===== config.mk =====
export PLATFORM = sky130hd
export DESIGN_NAME = modem_line_ctrl
export DESIGN_NICKNAME = d
export VERILOG_FILES = /design/src/rtl/modem_line_pkg.sv /design/src/rtl/modem_line_sync.sv /design/src/rtl/modem_line_delta.sv /design/src/rtl/modem_line_ctrl.sv
export SDC_FILE = /design/constraint.sdc
export NUM_CORES = 1
export LEC_CHECK = 0
export ABC_AREA = 1
export CORE_UTILIZATION = 42
export CTS_BUF_LIST = sky130_fd_sc_hd__clkbuf_16
export CTS_CLUSTER_DIAMETER = 60
export DETAILED_ROUTE_END_ITERATION = 12
export GPL_ROUTABILITY_DRIVEN = 0
export HOLD_SLACK_MARGIN = 0.1
export PLACE_DENSITY = 0.73
export SYNTH_ARGS = -nofsm -noshare
export SYNTH_HDL_FRONTEND = slang
export SYNTH_HIERARCHICAL = 1
export SYNTH_SLANG_ARGS = --single-unit

===== constraint.sdc =====
create_clock -name clk -period 1.2 [get_ports clk]
set_input_delay 0.18 -clock clk [delete_from_list [all_inputs] [get_ports clk]]
set_output_delay 0.18 -clock clk [all_outputs]
set_load 0.03 [all_outputs]

===== src/rtl/modem_line_pkg.sv =====
package modem_line_pkg;
  localparam int CTL_W    = 5;
  localparam int LN_W     = 4;
  // control byte bit positions
  localparam int CTL_DTR  = 0;
  localparam int CTL_RTS  = 1;
  localparam int CTL_OUT1 = 2;
  localparam int CTL_OUT2 = 3;
  localparam int CTL_LOOP = 4;
  // line vector positions (status nibble order)
  localparam int LN_CTS   = 0;
  localparam int LN_DSR   = 1;
  localparam int LN_RI    = 2;
  localparam int LN_DCD   = 3;
  localparam logic [CTL_W-1:0] CTL_RESET = 5'h08;

  typedef logic [LN_W-1:0]  lines_t;
  typedef logic [CTL_W-1:0] ctl_t;

  // status levels seen while looped back
  function automatic lines_t loop_map(input ctl_t c);
    lines_t l;
    l[LN_CTS] = c[CTL_RTS];
    l[LN_DSR] = c[CTL_DTR];
    l[LN_RI]  = c[CTL_OUT1];
    l[LN_DCD] = c[CTL_OUT2];
    return l;
  endfunction
endpackage


===== src/rtl/modem_line_sync.sv =====
module modem_line_sync #(
  parameter int WIDTH  = 4,
  parameter int STAGES = 2
) (
  input  logic             clk,
  input  logic             rst,
  input  logic [WIDTH-1:0] din,
  output logic [WIDTH-1:0] dout
);
  logic [WIDTH-1:0] stg [STAGES];

  for (genvar i = 0; i < STAGES; i++) begin : g_stage
    if (i == 0) begin : g_first
      always_ff @(posedge clk) begin
        if (rst) stg[i] <= '0;
        else     stg[i] <= din;
      end
    end else begin : g_next
      always_ff @(posedge clk) begin
        if (rst) stg[i] <= '0;
        else     stg[i] <= stg[i-1];
      end
    end
  end

  assign dout = stg[STAGES-1];
endmodule


===== src/rtl/modem_line_delta.sv =====
module modem_line_delta
  import modem_line_pkg::*;
#(
  parameter int SETTLE = 3
) (
  input  logic   clk,
  input  logic   rst,
  input  lines_t lev,
  input  logic   clr,
  output lines_t delta_q,
  output lines_t delta_nxt,
  output lines_t prev_q
);
  localparam int CW = $clog2(SETTLE + 1);

  logic [CW-1:0] settle_q;
  lines_t        chg;

  for (genvar i = 0; i < LN_W; i++) begin : g_edge
    if (i == LN_RI) begin : g_fall
      assign chg[i] = (settle_q == '0) && prev_q[i] && !lev[i];
    end else begin : g_any
      assign chg[i] = (settle_q == '0) && (prev_q[i] != lev[i]);
    end
  end

  always_comb delta_nxt = (clr ? '0 : delta_q) | chg;

  always_ff @(posedge clk) begin
    if (rst) begin
      prev_q   <= '0;
      delta_q  <= '0;
      settle_q <= CW'(SETTLE);
    end else begin
      prev_q  <= lev;
      delta_q <= delta_nxt;
      if (settle_q != '0) settle_q <= settle_q - 1'b1;
    end
  end
endmodule


===== src/rtl/modem_line_ctrl.sv =====
module modem_line_ctrl
  import modem_line_pkg::*;
#(
  parameter int SYNC_STAGES = 2
) (
  input  logic       clk,
  input  logic       rst,
  input  logic       sel_ctl,
  input  logic       sel_sts,
  input  logic       wr_en,
  input  logic       rd_en,
  input  logic [7:0] wr_data,
  output logic [7:0] rd_data,
  input  logic       stat_irq_en,
  input  logic       cts_in,
  input  logic       dsr_in,
  input  logic       ri_in,
  input  logic       dcd_in,
  output logic       rts_out,
  output logic       dtr_out,
  output logic       out1_out,
  output logic       out2_out,
  output logic       loop_mode,
  output logic       irq
);
  localparam int SETTLE = SYNC_STAGES + 1;

  ctl_t   ctl_q, ctl_nxt;
  lines_t ext_raw, ext_sync, lev_eff;
  lines_t delta_q, delta_nxt, prev_q;
  logic   wr_ctl, rd_ctl, rd_sts;
  logic   unused_hi;

  assign unused_hi = ^wr_data[7:CTL_W];

  assign ext_raw[LN_CTS] = cts_in;
  assign ext_raw[LN_DSR] = dsr_in;
  assign ext_raw[LN_RI]  = ri_in;
  assign ext_raw[LN_DCD] = dcd_in;

  modem_line_sync #(.WIDTH(LN_W), .STAGES(SYNC_STAGES)) u_sync (
    .clk (clk),
    .rst (rst),
    .din (ext_raw),
    .dout(ext_sync)
  );

  assign wr_ctl = wr_en && sel_ctl && !sel_sts;
  assign rd_sts = rd_en && sel_sts;
  assign rd_ctl = rd_en && sel_ctl && !sel_sts;

  assign ctl_nxt = wr_ctl ? wr_data[CTL_W-1:0] : ctl_q;
  assign lev_eff = ctl_q[CTL_LOOP] ? loop_map(ctl_q) : ext_sync;

  modem_line_delta #(.SETTLE(SETTLE)) u_delta (
    .clk      (clk),
    .rst      (rst),
    .lev      (lev_eff),
    .clr      (rd_sts),
    .delta_q  (delta_q),
    .delta_nxt(delta_nxt),
    .prev_q   (prev_q)
  );

  always_ff @(posedge clk) begin
    if (rst) begin
      ctl_q     <= CTL_RESET;
      dtr_out   <= CTL_RESET[CTL_DTR];
      rts_out   <= CTL_RESET[CTL_RTS];
      out1_out  <= CTL_RESET[CTL_OUT1];
      out2_out  <= CTL_RESET[CTL_OUT2];
      loop_mode <= CTL_RESET[CTL_LOOP];
      irq       <= 1'b0;
      rd_data   <= 8'h00;
    end else begin
      ctl_q     <= ctl_nxt;
      dtr_out   <= ctl_nxt[CTL_DTR] && !ctl_nxt[CTL_LOOP];
      rts_out   <= ctl_nxt[CTL_RTS] && !ctl_nxt[CTL_LOOP];
      out1_out  <= ctl_nxt[CTL_OUT1];
      out2_out  <= ctl_nxt[CTL_OUT2];
      loop_mode <= ctl_nxt[CTL_LOOP];
      irq       <= stat_irq_en && (delta_nxt != '0);
      if (rd_sts)      rd_data <= {lev_eff, delta_q};
      else if (rd_ctl) rd_data <= {3'b000, ctl_q};
      else             rd_data <= 8'h00;
    end
  end
endmodule


==> results of run 1 <==
[state kept, by name, indices dropped and copies added (netlist names)]
name	flops
rd_data	8
u_delta/prev_q	4
rts_out	1
u_delta/delta_q	4
u_sync/stg	8
ctl_q	4
irq	1
u_delta/settle_q	2
loop_mode	1
dtr_out	1
[layer usage]
metal | global-route usage, % | part of all wire, % | vias up
li1 | - | - | 612
met1 | 19.9 | 40 | 535
met2 | 37.0 | 52 | 29
met3 | 6.92 | 4.3 | 10
met4 | 14.3 | 3.7 | 0
met5 | 0 | 0 | -
[what timing repair did]
action	CTS	global route
gates resized for setup	13	9
endpoints found under the hold margin	0	0
setup buffers	1	1
pin swaps	2	3
endpoints found under the setup margin	12	5
[Yosys cell counts (all sizes together)]
cell / n
nand2: 35
dfxtp: 34
inv: 31
nor2: 23
nand3: 14
o21ai: 11
a21oi: 8
buf: 3
ha: 2
or2: 2
[cells in the final DEF (no fill, tap or decap)]
cell,instances
o21ai_1,1
inv_4,1
buf_12,2
a21oi_1,4
nand2_1,30
ha_1,2
nand3_2,5
nand2_2,5
nand3_1,9
buf_6,1
inv_1,25
buf_4,30
dfxtp_1,33
o21ai_0,7
nor2_2,2
inv_2,5
o21ai_4,1
nor2_1,21
dfxtp_4,1
clkinv_1,3
dlygate4sd2_1,9
o21ai_2,2
a21oi_2,4
clkdlybuf4s50_1,15
or2_0,1
or2_1,1
clkbuf_16,5
[per-stage QoR]
stage	std cells	cell area, um^2	setup slack, ns
after floorplan	163	1310	-0.0668
after global placement	246	1810	-0.0755
after detailed placement	246	1810	-0.137
after CTS	255	1960	-0.112
after global routing	256	1980	-0.251
final	256	1980	-0.111
[power by group through the flow]
stage               Combinational (uW)  Sequential, uW  Clock (uW)
floorplan                          137            1250           0
global placement                   316            1220           0
detailed placement                 328            1230           0
CTS                                331            1200        1210
global route                       377            1210        1260
finish                             342            1200        1180
[cell families after synthesis]
kind of cell | after synthesis | share of synthesized area, %
buffers and inverters | 34 | 11.3
AND/OR/NAND/NOR | 74 | 25.6
AO/OA/AOI/OAI | 19 | 8.77
flip-flops | 34 | 52.4
adder cells (fa/ha/maj) | 2 | 1.93
[critical path: stages, from the launching register on]
cell     delay, ns
dfxtp_4       0.37
inv_4         0.03
or2_1         0.25
o21ai_2       0.09
inv_2         0.06
inv_2         0.06
nand2_2       0.05
nand3_2       0.07
nand2_2       0.06
nor2_2        0.09
a21oi_1       0.06
[path summary, 6_finish.rpt]
path              slack, ns  cells past startpoint                           to
hold / removal         0.41                      2  u_sync/stg[1][2]$_SDFF_PP0_
hold reg to reg        0.41                      2  u_sync/stg[1][2]$_SDFF_PP0_
setup reg to reg      -0.11                     10               irq$_SDFF_PP0_
setup / recovery      -0.11                     10               irq$_SDFF_PP0_
[cell type report]
cell class | instances | area [um^2]
clock buffer | 5 | 125
tap | 31 | 38.8
timing repair buffer | 57 | 505
clock inverter | 3 | 11.3
multi-input combinational | 95 | 497
sequential | 34 | 684
inverter | 31 | 119
fill | 226 | 872
==> results_dict.tcl, run 1 <==
set metrics [dict create \
    synth_cells 163 \
    synth_area_leaders "dfxtp_1, nand2_1, inv_1, nor2_1, nand3_2" \
    required_ns 1.36 \
    violations "design-rule violations, negative setup slack" \
    grt_overflow_total 0 \
    wirelength_mm 3.08 \
    num_io_pins 33 \
    numPortBuffers 29 \
    first_global_vias 1215 \
    drive_above_1_share_pct 28.4 \
    crit_type "register to register" \
    detailroute.via_count 1186 \
    cts.sinks 34 \
    period_share_pct 109 \
    min_path_type "register to register" \
    rsz0062_at_grt "yes" \
    die_area_um2 3320 \
    grt_pass1_wl_mm 4.99 \
    syn_area_um2 1300 \
    avgSynthCellArea_um2 7.97 \
    ir_drop_v 0.000906 \
    rows 19 \
    tightest_slew_ns 0.307 \
    fin_nets 245 \
    clk_latency_ns 0.27 \
    area_growth_pct 52.5 \
    post-route-min-period_ns 1.31 \
    end_kind "register" \
    antenna_found_initial 0 \
    yosys.area.top_type_share_pct 52.4 \
    pwr-share-clk_pct 43.3 \
    die-width_um 57.6 \
    seqPwrFrac_pct 44.1 \
    wl_per_cell_um 12.0 \
    worstPathArrival_ns 1.47 \
    drv_cap 0 \
    crit_fanout 5 \
    cts.clk_slew.worst_paths_ns 0.05 \
    status "finished, violations left" \
    max_freq_mhz 763 \
    p_comb_share_pct 12.5 \
    yosysUniqueCellTypes 17 \
    seq_area_frac_synth_pct 52.4 \
    routed_via_density 4.63 \
    hold_path.startpoint "u_sync/stg[0][2]$_SDFF_PP0_" \
    hold_ws_ns 0.406 \
    p_leak_uw 0.000981 \
    final_util_pct 69.4 \
    yosys_warnings 6 \
    ys_ff_latch 34 \
    p_per_area_nw_per_um2 1380 \
    die_h_um 57.6 \
    worst_slack_ns -0.111 \
    crit_path_start_kind "register" \
    finalHoldViolCount 0 \
    core-area_um2 2850 \
    drt-initial-drc-count 25 \
    r2r-start "loop_mode$_SDFF_PP0_" \
    root_buffer "clkbuf_16" \
    startpoint "loop_mode$_SDFF_PP0_" \
    drtPass1Iterations 12 \
    setup_viol 4 \
    swShare_pct 23.3 \
    p_sw_uw 635 \
    fin_worst_skew_ns 0.00195 \
    final_antenna_net_count 0 \
    cts_max_level 2 \
    ctsLongestPathBuffers 2 \
    slew_headroom_pct 79.6 \
    antenna_cells 0 \
    drcViolationCount 1 \
    cts_made_buffers 5 \
    yosys.area.top_type "dfxtp_1" \
    p_total_uw 2730 \
    initial_utilization_pct 45.5 \
    grt_max_degree 17 \
    finalSetupTns_ns -0.318 \
    track_usage_pct 20.7 \
    syn_nets 184 \
    maxSlewViolCount 0 \
    p_int_uw 2100 \
    ctsHoldBuffers 0 \
    dpl.hpwl_mm 2.23 \
    cts_tree "done" \
]
Power figures use the tool's default switching activity.
==> run 2: changes to the inputs <==
Settings changed: CORE_MARGIN set to 2.
==> run 2 against run 1 <==
The run ends with negative setup slack left. Via count grew 0.84%. Count of clock-buffer cells in the layout is the same. Worst setup slack gained 0.033 ns. Sequential share of layout area shrank 0.81 points. Wire length shrank 7.2%.
==> results_dict.tcl, run 2 (synthesis gave the netlist of run 1 again) <==
set metrics [dict create \
    worstHoldEndpoint "u_sync/stg[1][2]$_SDFF_PP0_" \
    seq_area_um2 684 \
    drive_above_1_share_pct 29.8 \
    r2r-start "loop_mode$_SDFF_PP0_" \
    cts_max_level 2 \
    slew_headroom_pct 79.4 \
    maxSlewViolCount 0 \
    p_per_area_nw_per_um2 1460 \
    cts_made_buffers 5 \
    ctsLongestPathBuffers 2 \
    drt-initial-drc-count 30 \
    die_area_um2 3550 \
    setup_viol 3 \
    crit_type "register to register" \
    root_buffer "clkbuf_16" \
    dp_worst_setup_slack_ns -0.121 \
    final_antenna_net_count 0 \
    grt_pass1_wl_mm 4.61 \
    core-area_um2 3000 \
    rsz0062_at_grt "yes" \
    fin_area_um2 2030 \
    rows 20 \
    cts.clk_slew.worst_paths_ns 0.05 \
    drtPass1Iterations 5 \
    regToRegEndpoint "irq$_SDFF_PP0_" \
    fillerInstances 237 \
    multi_input_area_um2 497 \
    initial_utilization_pct 43.3 \
    max_freq_mhz 783 \
    cts.sinks 34 \
    p_sw_uw 646 \
    numPortBuffers 29 \
    status "finished, violations left" \
    routed_via_density 4.64 \
    layout_common_cells "dfxtp_1, nand2_1, buf_4, inv_1, nor2_1" \
    end_kind "register" \
    post-route-min-period_ns 1.28 \
    min_path_type "register to register" \
    die-width_um 59.6 \
    first_global_vias 1126 \
    wirelength_mm 2.86 \
    area_growth_pct 56.2 \
    ir_drop_v 0.00118 \
    drv_cap 0 \
    r2r_cells 10 \
    reg_top3 "rd_data (8), u_sync/stg (8)" \
    fin_worst_skew_ns 0.00476 \
    finalSetupTns_ns -0.151 \
    seqPwrFrac_pct 40.6 \
    antenna_cells 0 \
    cts_tree "done" \
    grt_overflow_total 0 \
    swShare_pct 21.8 \
    fin_nets 245 \
    p_leak_uw 0.00100 \
    wl_per_cell_um 11.1 \
    ctsHoldBuffers 0 \
    num_io_pins 33 \
    grt_max_degree 20 \
    p_comb_share_pct 11.6 \
    p_total_uw 2970 \
    dpl.hpwl_mm 2.03 \
    final_util_pct 67.5 \
    period_share_pct 106 \
    detailroute.via_count 1196 \
    pwr-share-clk_pct 47.8 \
    tightest_slew_ns 0.311 \
    worst_slack_ns -0.0777 \
    min_path_cells 2 \
    r2r_setup_slack_ns -0.08 \
    die_h_um 59.6 \
    required_ns 1.37 \
    crit_path_start_kind "register" \
    crit_fanout 6 \
    worstPathArrival_ns 1.44 \
    violations "negative setup slack" \
    placed_cell_area_um2 1790 \
    layout_commonest_cell "dfxtp_1" \
    drcViolationCount 0 \
    p_int_uw 2320 \
    antenna_found_initial 0 \
    finalHoldViolCount 0 \
    clk_latency_ns 0.28 \
    hold_path.startpoint "u_sync/stg[0][2]$_SDFF_PP0_" \
    track_usage_pct 18.2 \
]
==> run 2: changes by cell type in the layout (fill, tap and decap cells not counted), moves of 2 or more <==
cell,delta
buf_4,-5
buf_6,+4
clkinv_1,-3
clkinv_2,+2
==> run 2: how the worst max path moves through the flow <==
stage | from | end
after CTS | loop_mode$_SDFF_PP0_ | irq$_SDFF_PP0_
after global placement | rd_en | irq$_SDFF_PP0_
after floorplan | loop_mode$_SDFF_PP0_ | irq$_SDFF_PP0_
final | loop_mode$_SDFF_PP0_ | irq$_SDFF_PP0_
after global routing | loop_mode$_SDFF_PP0_ | irq$_SDFF_PP0_
after detailed placement | sel_sts | ctl_q[2]$_SDFFE_PP0N_
==> run 2: metal layers <==
| layer | routed length (um) | share of wire, % | vias to the layer above | global-route usage (%) |
|---|---|---|---|---|
| met4 | 43 | 1.5 | 0 | 6.67 |
| met2 | 1460 | 51 | 30 | 33.0 |
| met5 | 0 | 0 | - | 0 |
| met3 | 154 | 5.4 | 5 | 7.86 |
| met1 | 1210 | 42 | 545 | 18.4 |
| li1 | - | - | 616 | - |
==> run 2: worst max-delay path: stages (launching register included) <==
cell,delay [ns]
dfxtp_4,0.39
inv_4,0.04
or2_1,0.21
o21ai_2,0.08
inv_2,0.06
inv_2,0.07
nand2_2,0.06
nand3_2,0.07
nand2_1,0.05
nor2_1,0.08
a21oi_1,0.07
==> run 2: timing repair <==
action / 4_1_cts / 5_1_grt
pin swaps: 1 / 1
setup buffers: 2 / 5
setup endpoints to repair: 14 / 6
gates resized for setup: 13 / 15
==> run 2: per-stage QoR <==
| stage | instances | hold slack [ns] |
|---|---|---|
| finish | 258 | 0.407 |
| global route | 258 | 0.430 |
| CTS | 255 | 0.405 |
| detailed placement | 245 | 0.399 |
| global placement | 245 | 0.394 |
| floorplan | 163 | 0.239 |
==> run 2: layout make-up <==
type	count	share of cell area, %
timing repair buffer	57	25.7
multi-input combinational	95	24.5
tap	33	2.04
inverter	31	5.86
sequential	34	33.7
clock buffer	5	6.17
clock inverter	3	1.97
==> run 2: power by group through the flow <==
stage          Combinational (uW)  Clock (uW)  Sequential [uW]
2_1_floorplan                 137           0             1250
3_3_place_gp                  304           0             1220
3_5_place_dp                  314           0             1230
4_1_cts                       321        1440             1200
5_1_grt                       378        1510             1210
6_report                      344        1420             1200
==> run 3: changes to the inputs <==
Settings changed: CELL_PAD_IN_SITES_DETAIL_PLACEMENT set to 0, CELL_PAD_IN_SITES_GLOBAL_PLACEMENT set to 1, CORE_UTILIZATION 42 to 31, PLACE_DENSITY 0.73 to 0.74.
==> run 3 against run 2 <==
The flow still finishes with violations (negative setup slack). Worst setup slack improved by 0.042 ns. Sequential power about the same. Sequential share of layout area increased by 0.084 points. Critical path depth unchanged. Sequential cell count did not move. Cell area shrank 0.25%. Fmax increased by 3.4%. Die area grew 33%. Cell count up 8.1%. Critical endpoint unchanged.
==> results_dict.tcl, run 3 (synthesis gave the netlist of run 1 again) <==
set metrics [dict create \
    crit_type "register to register" \
    max_freq_mhz 810 \
    fin_area_um2 2020 \
    cp_cell_sequence "inv_4 > or2_4 > o21ai_4 > inv_2 > inv_2 > nand2_2 > nand3_2 > nand2_1 > nor2_1 > a21oi_1" \
    fin_nets 249 \
    grt_pass1_wl_mm 4.63 \
    worst_slack_ns -0.0352 \
    post-route-min-period_ns 1.24 \
    required_ns 1.36 \
    min_path_type "register to register" \
    tightest_slew_ns 0.297 \
    layout_common_cells "buf_4, dfxtp_1, nand2_1, inv_1, nor2_1" \
    antenna_found_initial 0 \
    status "finished, violations left" \
    cpPeakStageDelay_ns 0.37 \
    dpl.hpwl_mm 2.09 \
    crit_fanout 5 \
    slew_headroom_pct 80.3 \
    setup_viol 2 \
    ir_drop_v 0.000668 \
    crit_path_start_kind "register" \
    detailroute.via_count 1175 \
    grt_overflow_total 0 \
    die_h_um 68.7 \
    finalHoldViolCount 0 \
    drtPass1Iterations 4 \
    routed_via_density 4.21 \
    fin_worst_skew_ns 0.00466 \
    cts.sinks 34 \
    layout_commonest_cell "buf_4" \
    clk_latency_ns 0.28 \
    rsz0062_at_grt "yes" \
    placed_cell_area_um2 1810 \
    end_kind "register" \
    area_growth_pct 55.8 \
    p_leak_uw 0.000995 \
    final_antenna_net_count 0 \
    violations "negative setup slack" \
    reg_top3 "rd_data (8), u_sync/stg (8)" \
    drv_cap 0 \
    numPortBuffers 29 \
    cp_slowest_cell "dfxtp_4" \
    root_buffer "clkbuf_16" \
    antenna_cells 0 \
    p_per_area_nw_per_um2 1350 \
    num_io_pins 33 \
    cts_tree "done" \
    first_global_vias 1121 \
    core-area_um2 4030 \
    maxSlewViolCount 0 \
    fillerInstances 398 \
    wirelength_mm 2.76 \
    cts_made_buffers 5 \
    track_usage_pct 14.1 \
    cts.clk_slew.worst_paths_ns 0.05 \
    ctsLongestPathBuffers 2 \
    grt_max_degree 15 \
    drt-initial-drc-count 43 \
    p_total_uw 2740 \
    wl_per_cell_um 9.91 \
    drive_above_1_share_pct 31.9 \
    die_area_um2 4720 \
    cpMostUsedCell "inv_2" \
    initial_utilization_pct 32.2 \
    rows 23 \
    drcViolationCount 0 \
    worstPathArrival_ns 1.39 \
    period_share_pct 103 \
    cts_max_level 2 \
    die-width_um 68.7 \
    ctsHoldBuffers 0 \
]
## run 3: cell count changes in the layout (fill, tap and decap cells not counted), sizes merged
cell / before / now
buf: 32 / 40
dlygate4sd2: 10 / 6
bufinv: 1 / 0
inv: 31 / 32
## run 3: cell type report
type                            instances  area (um^2)  area share, %
Multi-Input combinational cell         95          500           24.7
Sequential cell                        34          684           33.8
Clock inverter                          3         13.8          0.680
Tap cell                               50         62.6           3.09
Timing Repair Buffer                   61          518           25.6
Inverter                               31          119           5.88
Clock buffer                            5          125           6.18
## run 3: what timing repair did
action	CTS	global route
setup endpoints to repair	10	7
setup buffers	4	1
resized for setup	11	12
pin swaps	1	2
## run 3: metrics by stage
step	setup TNS, ns	hold WS (ns)	setup WS, ns	util, %	cells
after global routing	-0.353	0.422	-0.118	50.2	279
after CTS	-0.192	0.403	-0.100	49.5	278
after global placement	-0.607	0.392	-0.0728	44.9	266
after floorplan	-0.0668	0.239	-0.0668	-	163
final	-0.0424	0.402	-0.0352	50.2	279
after detailed placement	-1.07	0.396	-0.113	44.9	266
## run 3: worst paths after layout
path	startpoint	endpoint	cells after the start	slack (ns)
max	loop_mode$_SDFF_PP0_	irq$_SDFF_PP0_	10	-0.04
min	u_sync/stg[0][1]$_SDFF_PP0_	u_sync/stg[1][1]$_SDFF_PP0_	2	0.40
max reg2reg	loop_mode$_SDFF_PP0_	irq$_SDFF_PP0_	10	-0.04
min reg2reg	u_sync/stg[0][1]$_SDFF_PP0_	u_sync/stg[1][1]$_SDFF_PP0_	2	0.40
## run 3: power breakdown
group	switching, uW	internal [uW]	total (uW)	leakage [uW]
combinational	170	174	344	0.000642
sequential	23.1	1180	1200	0.000279
clock	437	751	1190	0.0000748
## run 3: routing by layer
layer | vias up | wire (um) | track usage, %
met5 | - | 0 | 0
met4 | 0 | 46 | 8.09
met3 | 4 | 133 | 6.33
met2 | 22 | 1350 | 22.6
met1 | 526 | 1230 | 15.3
li1 | 623 | - | -
## run 3: worst max-delay path: cells and delay by family (launching register included)
family,cells,cell delay [ns]
AO/OA/AOI/OAI,2,0.13
buffers and inverters,3,0.14
flip-flops,1,0.37
AND/OR/NAND/NOR,5,0.46
